File: src/rtl/cfg_cpl_rx.sv
module cfg_cpl_rx #(
  parameter int POLL_LIMIT = 10
) (
  input  logic        clk,
  input  logic        rst_n,
  input  logic        req_start,
  input  logic        req_is_read,
  input  logic [1:0]  req_size,
  input  logic [1:0]  req_addr,
  input  logic        beat_valid,
  input  logic [1:0]  beat_flags,
  input  logic [31:0] beat_dw0,
  input  logic [31:0] beat_dw1,
  output logic        busy,
  output logic        done,
  output logic        ok,
  output logic [31:0] rdata
);
  localparam int CW = $clog2(POLL_LIMIT + 1);
  localparam logic [CW-1:0] LAST_POLL = CW'(POLL_LIMIT - 1);

  logic          busy_q, in_pkt, rd_q, done_q, ok_q;
  logic [1:0]    size_q, addr_q;
  logic [2:0]    cpl_st;
  logic [CW-1:0] polls;
  logic [31:0]   rdata_q;

  wire sop  = beat_flags[0];
  wire eop  = beat_flags[1];
  wire poll = busy_q && beat_valid;
  wire take = poll && (sop || eop || in_pkt);

  wire [2:0] st_now  = sop ? beat_dw1[14:12] : cpl_st;
  wire       fin_eop = take && eop;
  wire       fin_to  = poll && !fin_eop && (polls == LAST_POLL);
  wire       good    = fin_eop && (st_now == 3'd0);

  wire unused_dw1 = ^{beat_dw1[31:15], beat_dw1[11:0]};

  wire [31:0] sh_b = beat_dw0 >> {addr_q, 3'b000};
  wire [31:0] sh_h = beat_dw0 >> {addr_q[1], 4'b0000};

  logic [31:0] aligned;
  always_comb begin
    case (size_q)
      2'd0:    aligned = {24'd0, sh_b[7:0]};
      2'd1:    aligned = {16'd0, sh_h[15:0]};
      default: aligned = beat_dw0;
    endcase
  end

  wire [31:0] result = !rd_q ? 32'd0 : (good ? aligned : 32'hFFFF_FFFF);

  always_ff @(posedge clk) begin
    if (!rst_n) begin
      busy_q  <= 1'b0;
      in_pkt  <= 1'b0;
      rd_q    <= 1'b0;
      size_q  <= 2'd0;
      addr_q  <= 2'd0;
      cpl_st  <= 3'd0;
      polls   <= '0;
      done_q  <= 1'b0;
      ok_q    <= 1'b0;
      rdata_q <= 32'd0;
    end else begin
      done_q <= 1'b0;
      if (!busy_q) begin
        if (req_start) begin
          busy_q <= 1'b1;
          in_pkt <= 1'b0;
          cpl_st <= 3'd0;
          polls  <= '0;
          rd_q   <= req_is_read;
          size_q <= req_size;
          addr_q <= req_addr;
        end
      end else if (poll) begin
        polls <= polls + 1'b1;
        if (take && sop) begin
          in_pkt <= 1'b1;
          cpl_st <= beat_dw1[14:12];
        end
        if (fin_eop || fin_to) begin
          busy_q  <= 1'b0;
          in_pkt  <= 1'b0;
          done_q  <= 1'b1;
          ok_q    <= good;
          rdata_q <= result;
        end
      end
    end
  end

  assign busy  = busy_q;
  assign done  = done_q;
  assign ok    = ok_q;
  assign rdata = rdata_q;
endmodule

File: config.mk
export PLATFORM = sky130hd
export DESIGN_NAME = cfg_cpl_rx
export DESIGN_NICKNAME = d
export VERILOG_FILES = /design/src/rtl/cfg_cpl_rx.sv
export SDC_FILE = /design/constraint.sdc
export NUM_CORES = 1
export LEC_CHECK = 0
export BUFFER_PORTS_ARGS = -buffer_cell sky130_fd_sc_hd__buf_2
export CAP_MARGIN = 5
export CELL_PAD_IN_SITES_DETAIL_PLACEMENT = 0
export CELL_PAD_IN_SITES_GLOBAL_PLACEMENT = 1
export CORE_MARGIN = 4
export CORE_UTILIZATION = 31
export DETAILED_ROUTE_END_ITERATION = 8
export GPL_TIMING_DRIVEN = 0
export PLACE_DENSITY_LB_ADDON = 0.1
export SYNTH_ARGS = -nofsm -noshare
export SYNTH_HDL_FRONTEND = slang
export SYNTH_SLANG_ARGS = --single-unit
File: constraint.sdc
create_clock -name clk -period 1.6 [get_ports clk]
set_clock_uncertainty 0.05 [all_clocks]
set_input_delay 0.08 -clock clk [delete_from_list [all_inputs] [get_ports clk]]
set_output_delay 0.08 -clock clk [all_outputs]
set_load 0.05 [all_outputs]
# Word-level counts from Yosys, hierarchy flattened
# Cells that the tools add are included.
# Widths: inputs -> output; s select.
dict set report word_totals {
  register_bits 48
  mem_count 0
  elab_cells 60
  ram_bits 0
  mem_bits_ro 0
  latchBits 0
  in_bits 75
}
dict set report op_classes {
  multipliers 0
  div_mod_pow 0
  eq_ne 5
  shifts 2
  reduce_logical 20
  bitwise 1
  n_mux 21
  n_addsub 1
  magnitude_cmp 0
}
# operator n
set op_table {}
lappend op_table {{$mux 32} 2}
lappend op_table {{$pmux 32 s2} 1}
lappend op_table {{$shr 32x5->16} 1}
lappend op_table {{$shr 32x5->8} 1}
lappend op_table {{$mux 3} 5}
lappend op_table {{$mux 4} 3}
lappend op_table {{$reduce_and 3->1} 4}
lappend op_table {{$mux 1} 10}
lappend op_table {{$logic_and 1x1->1} 7}
lappend op_table {{$add 4x1->4 const B} 1}
lappend op_table {{$eq 4x4->1 const B} 1}
lappend op_table {{$ne 2x1->1 const B} 2}
lappend op_table {{$reduce_and 2->1} 2}
lappend op_table {{$logic_not 3->1} 1}
lappend op_table {{$logic_or 1x1->1} 3}
lappend op_table {{$ne 3x1->1 const B} 1}
lappend op_table {{$eq 2x1->1 const B} 1}
lappend op_table {{$logic_not 2->1} 1}
lappend op_table {{$reduce_bool 2->1} 1}
lappend op_table {{$logic_not 1->1} 1}
lappend op_table {{$not 1->1} 1}

# Depth between registers and ports, before layout
dict set report depth {
  depth_word 11
  depth_mapped 8
}

# Least setup slack after synthesis
# OpenSTA, ideal clock, no wires.
dict set report synth_path {
  path_kind {flip-flop to flip-flop}
  startpoint {register busy_q (netlist: busy)}
  endpoint {register rdata_q[28] (netlist: rdata[28])}
  n_path_buf 2
  stages_incl_launch_ff 7
  arrival_ns 1.688
  path_slack_ns -0.254
  path_cell_list {dfxtp_1 -> and2_4 -> o21ai_2 -> and2_1 -> buf_6 -> buf_4 -> a22o_1}
}
dict set report synth_between {
  elab_chain_len 8
  elab_cells_between_ends 11
}
# item line_no
set synth_lines {}
lappend synth_lines {{from (decl)} 22} ;# logic busy_q, in_pkt, rd_q, done_q, ok_q;
lappend synth_lines {{from (signal assigned)} 56} ;# busy_q <= 1'b0;
lappend synth_lines {{from (signal assigned)} 70} ;# busy_q <= 1'b1;
lappend synth_lines {{from (signal assigned)} 85} ;# busy_q <= 1'b0;
lappend synth_lines {{$logic_and 1x1->1} 30} ;# wire poll = busy_q && beat_valid;
lappend synth_lines {{$logic_and 1x1->1} 31} ;# wire take = poll && (sop || eop || in_pkt);
lappend synth_lines {{$logic_and 1x1->1} 34} ;# wire fin_eop = take && eop;
lappend synth_lines {{$logic_not 1->1} 35} ;# wire fin_to = poll && !fin_eop && (polls == LAST_POLL);
lappend synth_lines {{$logic_and 1x1->1 (2 in a row)} 35}
lappend synth_lines {{$logic_or 1x1->1} 84} ;# if (fin_eop || fin_to) begin
lappend synth_lines {{$reduce_and 3->1 (no source line)} -}
lappend synth_lines {{to (signal assigned)} 89} ;# rdata_q <= result;
lappend synth_lines {{to (decl)} 26} ;# logic [31:0] rdata_q;
# Several ways; a longest one is shown, not always the timed one.
# A chain may end at the register's enable or synchronous reset.

# Final worst setup path
dict set report layout_path {
  startpoint {register polls[1]}
  endpoint {register rdata_q[29] (netlist: rdata[29])}
}
dict set report layout_between {
  elab_chain_len 4
}
# item line_no
set layout_lines {}
lappend layout_lines {{from (decl)} 25} ;# logic [CW-1:0] polls;
lappend layout_lines {{from (signal assigned)} 79} ;# polls <= polls + 1'b1;
lappend layout_lines {{$eq 4x4->1} 35}
lappend layout_lines {{$logic_and 1x1->1} 35}
lappend layout_lines {{$logic_or 1x1->1} 84}
lappend layout_lines {{$reduce_and 3->1 (no source line)} -}
# Every way passes these cells.

==> run_results.csv <==
group,metric,value,unit
sta,hold_viol_final,0,
clock_tree,numCtsBuffers,5,
placed_design,dp.final_hpwl,6110,µm
synth,async_reset_ff_share,0,%
synth,synth_cell_type_count,36,
worst_setup_path,worstPathRequired,1.75,ns
run,drv_cap,0,
layout,drive_gt1_share,40.2,%
placed_design,dpl_cell_area,0.00312,mm²
drt,route.detailed.drc,0,
sta,layout_setup_ws,-0.0138,ns
worst_setup_path,rrSetupSlack,-0.01,ns
status,failed_checks,"setup timing",
floorplan,io_pins,110,
synth,syn_area,0.00258,mm²
layout,fin_area,0.00357,mm²
drt,vias,2465,
synth,yosys-mux-area-fraction,3.48,%
synth,synthAdderAreaFrac,0.968,%
worst_setup_path,crit_type,"reg -> reg",
sta,finalSetupViolations,8,
clock_tree,path_clk_slew,0.10,ns
synth,netlist_top_cells_area,"dfxtp_1 36%, a22o_1 8.1%, o2bb2ai_1 5.4%",
sta,period_minus_slack,1.61,ns
drt,wire_per_inst,17.7,µm
placed_design,gp_congestion,0.824,
clock_tree,cts_tree,"built",
sta,max_slew_margin,72.3,%
floorplan,start_util,31.6,%
global_route,grt_max_degree,17,
synth,synthFlopType,"dfxtp_1",
synth,synth_xor_area_share,0,%
floorplan,die_x,99.3,µm
drt,drt_wl_total,8410,µm
clock_tree,cts.path.max_buffers,2,
global_route,antenna_found_initial,0,
sta,max_freq,620,MHz
power,ir_worst_vdd,0.316,mV
sta,report.final.slew_viol_count,0,
sta,min_period_over_period,101,%
drt,vias_per_cell,5.18,
drt,dr.pass1.iters,4,
synth,ys_ff_latch,47,
synth,yosys.area.top_type_share,36.4,%
global_route,grt-ovfl-total,0,
floorplan,dieArea,0.00986,mm²
synth,ys_seq_area_share,36.4,%
global_route,grt_pass1_vias,2493,
synth,syn_avg_cell_area,9.54,µm²
worst_setup_path,critPathLaunchType,"flop",
global_route,grt_usage,16.9,%
worst_setup_path,crit_path_end_kind,"flop",
synth,synth.largest_area_cell,"dfxtp_1",
status,status,"finished with violations",
floorplan,die-height,99.3,µm
drt,dr.first_iter.drc_count,66,
drt,drtAntennaViolNets,0,
floorplan,rows,33,
power,p_leak,1.50,nW
clock_tree,clk_latency,0.31,ns
placed_design,numPortBuffers,80,
worst_setup_path,worstPathArrival,1.77,ns
sta,rsz0062_at_grt,"true",
floorplan,core_area,0.00818,mm²
synth,synth_edf_count,0,
min_path,hp-class,"in -> reg",
worst_setup_path,worstPathMaxFanout,10,
clock_tree,clock-sinks,47,
synth,synth_top_family_by_area,"compound AO/OA/AOI/OAI gates",
power,power_density,696,mW/mm²
synth,netlist_instances,271,
synth,synth_compound_area_share,31.5,%
clock_tree,cts-root-buf,"clkbuf_8",
sta,tightestPinTransition,0.416,ns
synth,syn_nets,348,
layout,area_growth,38.2,%
clock_tree,htree_num_levels,2,
layout,nNetsFinal,447,
synth,synthSimpleGateAreaFrac,20.5,%
sta,finalSetupTns,-0.0583,ns
synth,yosysWarnings,0,
global_route,grt_pass1_wl,13200,µm
layout,diodes,0,
[worst paths after layout]
| kind | startpoint | to | cells past startpoint |
|---|---|---|---|
| worst max-delay path | polls[1] | rdata[29] | 7 |
| worst min-delay path | beat_dw1[13] | cpl_st[1] | 3 |
| worst max register to register | polls[1] | rdata[29] | 7 |
| worst min register to register | rdata[1] | rdata[1] | 1 |
[timing repair]
| action | in CTS | in global routing |
|---|---|---|
| endpoints found under the setup margin | 29 | 31 |
| pin swaps | 4 | 6 |
| cloned | 0 | 1 |
| hold buffers | 8 | 0 |
| hold endpoints to repair | 8 | 0 |
| gates resized for setup | 21 | 40 |
| buffers inserted | 3 | 3 |
[final cells by class]
type                            count  area (µm²)
Multi-Input combinational cell    197        1620
Timing Repair Buffer               95         551
Clock inverter                      3        22.5
Buffer                             22         219
Clock buffer                        5        68.8
Tap cell                          105         131
Inverter                            2        7.51
Sequential cell                    47         955
Fill cell                         847        4600
[synth_stat cells (2+ instances only)]
cell       count
a21boi_0      17
a21o_1        16
a21oi_1        8
a221oi_1       8
a22o_1        24
and2_1         5
and3_1         3
buf_2          8
buf_4          2
buf_6          9
clkbuf_1       6
dfxtp_1       47
ha_1           2
inv_1          2
mux2i_1        9
nand2_1       25
nand2b_1       9
nand3_1        7
nand3b_1       8
nor2b_1        2
nor4_1         8
o21a_1         2
o21ai_0       10
o2bb2ai_1     16
or4bb_1        7
[layer usage]
| metal | share of wire [%] | vias to the layer above | GRT usage [%] |
|---|---|---|---|
| li1 | - | 1227 | - |
| met1 | 47 | 1180 | 23.5 |
| met2 | 48 | 52 | 27.3 |
| met3 | 3.5 | 6 | 2.73 |
| met4 | 1.0 | 0 | 4.31 |
| met5 | 0 | - | 0 |
[stage by stage]
| stage | hold WS [ns] | power, mW | setup slack (ns) | instances | util (%) |
|---|---|---|---|---|---|
| after floorplan | 0.167 | 1.50 | -0.00486 | 271 | - |
| after global placement | 0.282 | 1.67 | -0.292 | 456 | 38.2 |
| after detailed placement | 0.287 | 1.67 | -0.259 | 456 | 38.2 |
| after CTS | 0.0254 | 2.47 | -0.0178 | 473 | 41.4 |
| after global routing | 0.0397 | 2.62 | -0.0640 | 476 | 43.7 |
| final | 0.0212 | 2.49 | -0.0138 | 476 | 43.7 |
[layout by cell type (no fill, tap or decap), types with 2 or more instances in the layout]
cell            n
mux2i_2         4
buf_8           4
dlygate4sd3_1   8
dfxtp_1        40
and3_1          2
dfxtp_2         5
buf_2          81
buf_6           8
o2bb2ai_1      16
a221oi_1        8
nand3b_1        8
dfxtp_4         2
o21ai_0         5
nand2_1        25
and2_1          4
nand3_1         6
clkbuf_2        2
a21oi_1         5
a21o_1         16
or4bb_1         7
clkbuf_1        3
a21boi_0       16
nand2b_1        9
mux2i_1         5
o21ai_1         4
a21oi_2         3
a22o_1         24
buf_4           8
nor2b_1         2
and2_4          2
clkbuf_8        5
nor4_2          3
nor4_4          5
[worst max-delay path, stage by stage (launching register included)]
cell	delay [ns]
dfxtp_2	0.35
inv_2	0.04
ha_4	0.13
and3b_2	0.22
o21a_4	0.22
and3_4	0.18
buf_8	0.14
a22o_1	0.18
[cell families after synthesis]
family,after synthesis
buf+inv,27
compound gates,104
flops,47
mux,9
simple gates,82
fa+ha+maj,2
[flip-flops by register name, summed over array words and instances (netlist names)]
name,count
rdata,32
polls,4
cpl_st,3
addr_q,2
size_q,2
busy,1
done,1
ok,1
rd_q,1
[power breakdown]
| part | switching [mW] | internal, mW | leakage, nW |
|---|---|---|---|
| registers | 0.0223 | 1.19 | 0.384 |
| clock network | 0.443 | 0.314 | 0.0485 |
| logic | 0.293 | 0.225 | 1.07 |
| total | 0.758 | 1.73 | 1.50 |
No activity file was read; power rests on OpenSTA's default activity.
